--- src/rtl/sjg_pkg.sv ---
package sjg_pkg;

    typedef enum logic [2:0] {
        ST_IDLE      = 3'd0,
        ST_SEND      = 3'd1,
        ST_SQE_WAIT  = 3'd2,
        ST_SQE_PULSE = 3'd3,
        ST_LOCK      = 3'd4
    } sjg_state_e;

    function automatic int max2(input int a, input int b);
        return (a > b) ? a : b;
    endfunction

endpackage

--- src/rtl/sjg_counter.sv ---
module sjg_counter #(
    parameter int CW = 8
) (
    input  logic          clk,
    input  logic          rst_n,
    input  logic          clr,
    input  logic          inc,
    output logic [CW-1:0] cnt
);

    always_ff @(posedge clk) begin
        if (!rst_n) begin
            cnt <= '0;
        end else if (clr) begin
            cnt <= '0;
        end else if (inc) begin
            cnt <= cnt + 1'b1;
        end
    end

endmodule

--- src/rtl/sjg_ctrl.sv ---
module sjg_ctrl
    import sjg_pkg::*;
#(
    parameter int JAB_LIMIT_CYC = 500_000,
    parameter int QUIET_CYC     = 6_250_000,
    parameter int SQE_DELAY_CYC = 20,
    parameter int SQE_WIDTH_CYC = 25,
    parameter int CW            = 23
) (
    input  logic          clk,
    input  logic          rst_n,
    input  logic          tx_en,
    input  logic          speed_10,
    input  logic [CW-1:0] cnt,
    output logic          cnt_clr,
    output logic          cnt_inc,
    output logic          col_raw,
    output logic          gate_raw
);

    localparam logic [CW-1:0] JAB_LAST   = CW'(JAB_LIMIT_CYC - 1);
    localparam logic [CW-1:0] QUIET_LAST = CW'(QUIET_CYC);
    localparam logic [CW-1:0] DLY_LAST   = CW'(SQE_DELAY_CYC - 1);
    localparam logic [CW-1:0] WID_LAST   = CW'(SQE_WIDTH_CYC - 1);

    sjg_state_e st, nxt;

    // state register
    always_ff @(posedge clk) begin
        if (!rst_n) begin
            st <= ST_IDLE;
        end else begin
            st <= nxt;
        end
    end

    // next state
    always_comb begin
        nxt = st;
        if (!speed_10) begin
            nxt = ST_IDLE;
        end else begin
            unique case (st)
                ST_IDLE: begin
                    if (tx_en) nxt = ST_SEND;
                end
                ST_SEND: begin
                    if (!tx_en)                nxt = ST_SQE_WAIT;
                    else if (cnt == JAB_LAST)  nxt = ST_LOCK;
                end
                ST_SQE_WAIT: begin
                    if (tx_en)                 nxt = ST_SEND;
                    else if (cnt == DLY_LAST)  nxt = ST_SQE_PULSE;
                end
                ST_SQE_PULSE: begin
                    if (tx_en)                 nxt = ST_SEND;
                    else if (cnt == WID_LAST)  nxt = ST_IDLE;
                end
                ST_LOCK: begin
                    if (!tx_en && cnt == QUIET_LAST) nxt = ST_IDLE;
                end
                default: nxt = ST_IDLE;
            endcase
        end
    end

    // counter control: restart on every state change and on any high
    // sample during lockout; count in every non-idle state
    always_comb begin
        cnt_clr = (nxt != st) || (st == ST_LOCK && tx_en);
        cnt_inc = (st != ST_IDLE);
    end

    // outputs (Moore)
    always_comb begin
        col_raw  = 1'b0;
        gate_raw = 1'b1;
        unique case (st)
            ST_SQE_PULSE: col_raw = 1'b1;
            ST_LOCK: begin
                col_raw  = 1'b1;
                gate_raw = 1'b0;
            end
            default: begin
                col_raw  = 1'b0;
                gate_raw = 1'b1;
            end
        endcase
    end

endmodule

--- src/rtl/sqe_jabber_guard.sv ---
module sqe_jabber_guard
    import sjg_pkg::*;
#(
    parameter int JAB_LIMIT_CYC = 500_000,
    parameter int QUIET_CYC     = 6_250_000,
    parameter int SQE_DELAY_CYC = 20,
    parameter int SQE_WIDTH_CYC = 25
) (
    input  logic clk,
    input  logic rst_n,
    input  logic tx_en,
    input  logic speed_10,
    output logic col,
    output logic tx_gate
);

    localparam int CNT_MAX = max2(max2(JAB_LIMIT_CYC, QUIET_CYC),
                                  max2(SQE_DELAY_CYC, SQE_WIDTH_CYC));
    localparam int CW      = $clog2(CNT_MAX + 1);

    logic [CW-1:0] cnt;
    logic          cnt_clr;
    logic          cnt_inc;
    logic          col_raw;
    logic          gate_raw;

    sjg_counter #(.CW(CW)) u_cnt (
        .clk   (clk),
        .rst_n (rst_n),
        .clr   (cnt_clr),
        .inc   (cnt_inc),
        .cnt   (cnt)
    );

    sjg_ctrl #(
        .JAB_LIMIT_CYC (JAB_LIMIT_CYC),
        .QUIET_CYC     (QUIET_CYC),
        .SQE_DELAY_CYC (SQE_DELAY_CYC),
        .SQE_WIDTH_CYC (SQE_WIDTH_CYC),
        .CW            (CW)
    ) u_ctrl (
        .clk      (clk),
        .rst_n    (rst_n),
        .tx_en    (tx_en),
        .speed_10 (speed_10),
        .cnt      (cnt),
        .cnt_clr  (cnt_clr),
        .cnt_inc  (cnt_inc),
        .col_raw  (col_raw),
        .gate_raw (gate_raw)
    );

    // 100 Mb/s mode masks the guard immediately
    assign col     = speed_10 & col_raw;
    assign tx_gate = ~speed_10 | gate_raw;

endmodule

--- config.mk ---
export PLATFORM = sky130hd
export DESIGN_NAME = sqe_jabber_guard
export DESIGN_NICKNAME = d
export VERILOG_FILES = /design/src/rtl/sjg_pkg.sv /design/src/rtl/sjg_counter.sv /design/src/rtl/sjg_ctrl.sv /design/src/rtl/sqe_jabber_guard.sv
export SDC_FILE = /design/constraint.sdc
export NUM_CORES = 1
export LEC_CHECK = 0
export BUFFER_PORTS_ARGS = -buffer_cell sky130_fd_sc_hd__buf_4
export CAP_MARGIN = 20
export CORE_ASPECT_RATIO = 0.8
export CORE_MARGIN = 2
export CORE_UTILIZATION = 45
export DETAILED_ROUTE_END_ITERATION = 16
export GPL_ROUTABILITY_DRIVEN = 0
export GPL_TIMING_DRIVEN = 0
export PLACE_DENSITY_LB_ADDON = 0.12
export SLEW_MARGIN = 30
export SYNTH_ARGS = -nofsm -noshare
export SYNTH_HDL_FRONTEND = slang
export SYNTH_HIERARCHICAL = 1
export SYNTH_SLANG_ARGS = --single-unit
--- constraint.sdc ---
create_clock -name clk -period 4.15 [get_ports clk]
set_input_delay 0.2075 -clock clk [delete_from_list [all_inputs] [get_ports clk]]
set_output_delay 0.2075 -clock clk [all_outputs]
set_load 0.02 [all_outputs]
Yosys cells after proc, flatten, opt, wreduce, memory -nomap -nowiden
Index checks and enable logic that the tools add are counted.
{"block": "totals", "register_bits": 26, "output_inout_bits": 2}
{"block": "classes", "addsub": 1, "eq_ne": 9, "n_mux": 12, "n_bitwise": 4, "n_reduce_logical": 8}
{"cell": "== test 23 x 5 -> 1 bit (second input constant)", "count": 2}
{"cell": "2-to-1 mux 3 bit", "count": 9}
{"cell": "adder 23 x 1 -> 23 bit (second input constant)", "count": 1}
{"cell": "== test 23 x 19 -> 1 bit (second input constant)", "count": 1}
{"cell": "== test 23 bit (second input constant)", "count": 1}
{"cell": "case mux 3 bit (5 select lines)", "count": 1}
{"cell": "== test 3 x 2 -> 1 bit (second input constant)", "count": 2}
{"cell": "OR reduction 2 bit", "count": 2}
{"cell": "== test 3 x 1 -> 1 bit (second input constant)", "count": 1}
{"cell": "== test 3 bit (second input constant)", "count": 1}
{"cell": "zero test 3 bit", "count": 1}
{"cell": "!= test 3 bit", "count": 1}
{"cell": "nonzero test 3 bit", "count": 1}
{"cell": "logical AND 1 bit", "count": 2}
{"cell": "2-to-1 mux 1 bit", "count": 2}
{"cell": "NOT 1 bit", "count": 2}
{"cell": "bitwise AND 1 bit", "count": 1}
{"cell": "zero test 1 bit", "count": 1}
{"cell": "logical OR 1 bit", "count": 1}
{"cell": "bitwise OR 1 bit", "count": 1}

Logic depth before layout (Yosys ltp)
{"block": "depth", "depth_word": 8, "mapped_depth": 11}

By module
The synthesis kept the hierarchy.
{"module": "sjg_counter", "n_inst": 1, "cells_each": 130, "area_per_inst_um2": 1083.5}
{"module": "sjg_ctrl", "n_inst": 1, "cells_each": 58, "area_per_inst_um2": 391.6}
{"module": "sqe_jabber_guard", "n_inst": 1, "cells_each": 2, "area_per_inst_um2": 12.5}

Least setup slack after synthesis
Ideal clock, no wire load.
{"block": "synth_path", "path_type": "register to register", "from": "register u_cnt.cnt[2]", "to": "register u_cnt.cnt[18]", "setup_ps": 121, "t_arrival_ps": 2313, "slack_ps": 1716, "stages_incl_launch_ff": 11, "n_path_buf": 1, "period_less_slack_ps": 2434, "path_cell_list": "dfxtp_1 > or4_4 > o41ai_2 > a21oi_1 > a21boi_0 > o211ai_1 > nand2b_1 > clkbuf_1 > nor2_1 > nand4_1 > o21ai_0"}
{"block": "synth_between", "elab_chain_cells": 8}
{"item": "start, declared", "line_no": "sjg_counter.sv:8", "text": "output logic [CW-1:0] cnt"}
{"item": "start signal, assigned", "line_no": "sjg_counter.sv:17", "text": "cnt <= cnt + 1'b1;"}
{"item": "== test 23 x 5 -> 1 bit, or another cell as far along", "line_no": "sjg_ctrl.sv:57", "text": "else if (cnt == WID_LAST) nxt = ST_IDLE;"}
{"item": "2-to-1 mux 3 bit, or another cell as far along", "line_no": "sjg_ctrl.sv:57"}
{"item": "2-to-1 mux 3 bit (on tied branches)"}
{"item": "case mux 3 bit (5 select lines) *", "line_no": "sjg_ctrl.sv:43", "text": "unique case (st)"}
{"item": "2-to-1 mux 3 bit *", "line_no": "sjg_ctrl.sv:40", "text": "if (!speed_10) begin"}
{"item": "!= test 3 bit *", "line_no": "sjg_ctrl.sv:70", "text": "cnt_clr = (nxt != st) || (st == ST_LOCK && tx_en);"}
{"item": "logical OR 1 bit *", "line_no": "sjg_ctrl.sv:70"}
{"item": "net cnt_clr", "line_no": "sqe_jabber_guard.sv:22", "text": "logic cnt_clr;"}
{"item": "OR reduction 2 bit (no line) *"}
Mark *: on every way through the listed nets, which the timed path passes. The rest lies on a longest branch.
A chain may end at the register's enable or synchronous reset.

Worst setup path after layout
Ends and elaborated chain as after synthesis.

==> summary.txt <==
status - finished, final reports clean
# IOs - 6
final WL - 3.464 mm
Die H - 55.43 µm
CP Launch Type - flop
routed vias - 1,435
DRC - 0
chip width - 68.29 µm
CP top delay family - compound AO/OA/AOI/OAI gates
predominant post-synthesis flop cell - dfxtp_1
WP data required - 4310 ps
H-tree depth - 1
Hold Worst Slack - 140.0 ps
post-route setup slack - 1213 ps
unrepaired setup endpoints after global routing - false
layout cells sized above 1 - 0.07538
peak supply drop - 0.1994 mV
Clock Latency Late Sink - 270 ps
switching power share of the total - 0.1996
pre-CTS setup slack - 1314 ps
DRT antenna net count - 0
Rows - 18
detailed-route wire length per cell - 14.49 µm
area share of the largest cell type after synthesis - 0.3499
Crit Path Max Fanout - 10
largest net degree at the start of global routing - 16
Vias/cell - 6.004
worst path cell trace - or4_4 > o41ai_2 > a21oi_1 > a21boi_0 > o211ai_1 > nand2b_1 > clkbuf_1 > nor2_1 > nand4_1 > o21ai_0
number of global-route vias before repair - 1,222
Setup-failing EPs final - 0
Global Route Usage Sum - 0.1905
ratio of final minimum period to clock period - 0.7078
synth top area cells - dfxtp_1 (35%), nor2_1 (5.8%), xnor2_1 (4.7%)
power after layout - 483.9 µW
CP endpoint kind - flop
Syn Area/Cell - 7.830 µm²
Detail Placement HPWL - 2.535 mm
Layout Skew - 1.428 ps
CTS tree - built
Slowest-stage cell, CP - or4_4
final net count - 205
Synth Area in XOR/XNOR - 0.06476
Synth Area in Compound Gates - 0.1665
Root Buffer - clkbuf_8
warnings from Yosys - 6
CP peak stage delay - 590 ps
Pins Over Slew Limit - 0
setup TNS - 0 ps
fill count - 301
number of synthesized flops with an enable pin - 0
mux contribution to synthesized area - 0.006728
Hold Fails Final Rpt - 0
Worst-path clk slew - 90 ps
Power Density - 293.9 nW/µm²
worst hold path type - in2reg
hold_buf cts - 0
CP bufs+invs - 1
sequential share of the synthesized area - 0.3499
Lkg Pwr - 0.5153 nW
Power Internal - 387.3 µW
P_sw - 96.59 µW
DR pass1 iterations - 4
simple logic cell fraction of the synthesized area - 0.3650
clk buf depth - 2
largest area contributor in the netlist - dfxtp_1
setup bufs post-CTS - 0
Iteration-0 DRC Markers - 111
Async S/R FF share, synth - 0
FMAX - 340.5 MHz
main combinational cell family by area after synthesis - simple AND/OR/NAND/NOR gates
Min Clock Period, post-route - 2937 ps
Initial Util - 0.4752
Layout area overhead - 10.68%
clock sink count - 26
Netlist cell types - 42
Worst-Margin Slew - 548.2 ps
antenna violations before repair - 0
Flop pwr share - 0.521
Setup CP Type - reg2reg
syn_nets - 195
adder-cell area share of the yosys netlist - 0.008410
antenna diode count - 0
MaxCap Viol Count - 0
Rel. slew slack - 0.6345
Core Area - 3131 µm²
post-cts sizing count - 0
Post-Syn Area - 1488 µm²
gr ovfl total - 0
crit path DAT - 3100 ps
cts bufs inserted - 3
Clk pwr share - 0.432
Port Buffers - 5
#FFs+latches synth - 26
first-pass GRT wire length - 5.595 mm
Comb pwr share - 0.047
area of the die - 3785 µm²
Post-Synthesis Cells - 190
Yosys cell counts, types with 2 or more instances:
cell type	number
nand3_1	11
or4_1	5
nor2_1	23
nor4_1	8
nor3_1	7
or2_1	2
o41ai_1	2
and2_1	2
dfxtp_1	26
o31ai_1	5
inv_1	6
a21oi_1	9
xnor2_1	8
o21a_1	2
o21ai_0	8
clkbuf_1	6
nand2b_1	4
nand4_1	8
o31a_1	2
nand2_1	17
or3_1	5
xor2_1	3
and3_1	2
sequential cells by signal, indices dropped and copies added, names as in the netlist:
| register | count |
|---|---|
| u_ctrl/st | 3 |
| u_cnt/cnt | 23 |
layout by cell type (no fill, tap or decap), types with 2 or more instances in the layout:
master / netlist / final
nand3_1: 11 / 11
nor3_1: 7 / 7
or4_1: 5 / 5
nand2b_1: 4 / 4
nor2_1: 23 / 23
o31ai_1: 5 / 5
inv_1: 6 / 6
xor2_1: 3 / 3
or3_1: 5 / 5
and2_1: 2 / 2
o41ai_1: 2 / 2
xnor2_1: 8 / 8
or2_1: 2 / 2
o21a_1: 2 / 2
buf_4: 1 / 6
nand4_1: 8 / 8
dfxtp_1: 26 / 26
o31a_1: 2 / 2
nor4_1: 8 / 8
clkbuf_8: 0 / 3
and3_1: 2 / 2
o21ai_0: 8 / 8
nand2_1: 17 / 17
clkbuf_1: 6 / 6
a21oi_1: 9 / 9
worst paths after layout:
| kind | from | endpoint | slack (ps) | cells past startpoint |
|---|---|---|---|---|
| min reg2reg | u_cnt/cnt[21]$_SDFFE_PP0P_ | u_cnt/cnt[21]$_SDFFE_PP0P_ | 530 | 2 |
| max | u_cnt/cnt[2]$_SDFFE_PP0P_ | u_cnt/cnt[18]$_SDFFE_PP0P_ | 1210 | 10 |
| max reg2reg | u_cnt/cnt[2]$_SDFFE_PP0P_ | u_cnt/cnt[18]$_SDFFE_PP0P_ | 1210 | 10 |
| min | tx_en | u_ctrl/st[1]$_SDFF_PN0_ | 140 | 2 |
per-stage QoR:
| stage | cell area (µm²) | util | std cells |
|---|---|---|---|
| floorplan | 1488 | - | 190 |
| global placement | 1575 | 0.5032 | 235 |
| detailed placement | 1575 | 0.5032 | 235 |
| CTS | 1647 | 0.5260 | 239 |
| global route | 1647 | 0.5260 | 239 |
| finish | 1647 | 0.5260 | 239 |
routing by layer:
metal | track usage | up-vias | share of wire
met5 | 0 | - | 0
met4 | 0.03143 | 0 | 0
met3 | 0.03666 | 0 | 0.067
met2 | 0.2940 | 50 | 0.46
met1 | 0.2776 | 665 | 0.47
li1 | - | 720 | -
power by group through the flow:
stage               Clock [mW]  Sequential (mW)  Combinational, mW
floorplan                    0            0.258             0.0143
global placement             0            0.258             0.0220
detailed placement           0            0.258             0.0223
CTS                      0.217            0.252             0.0225
global route             0.226            0.252             0.0251
finish                   0.209            0.252             0.0228
cell families (layout without fill, tap and decap cells):
kind of cell / after synthesis / in the layout
multiplexers: 1 / 1
flip-flops: 26 / 26
adder cells (fa/ha/maj): 1 / 1
XOR/XNOR: 11 / 11
AO/OA/AOI/OAI: 36 / 36
buffers and inverters: 14 / 23
AND/OR/NAND/NOR: 101 / 101
area by class of cell:
| cell class | count | area (µm²) | area share |
|---|---|---|---|
| multi-input cells | 150 | 909.6 | 0.5524 |
| clock buffers | 3 | 41.29 | 0.02508 |
| repair buffers | 5 | 37.54 | 0.02280 |
| plain buffers | 8 | 35.03 | 0.02128 |
| inverters | 6 | 22.52 | 0.01368 |
| clock inverters | 1 | 30.03 | 0.01824 |
| well taps | 40 | 50.05 | 0.03040 |
| flip-flops and latches | 26 | 520.5 | 0.3161 |
Power figures use the tool's default switching activity.
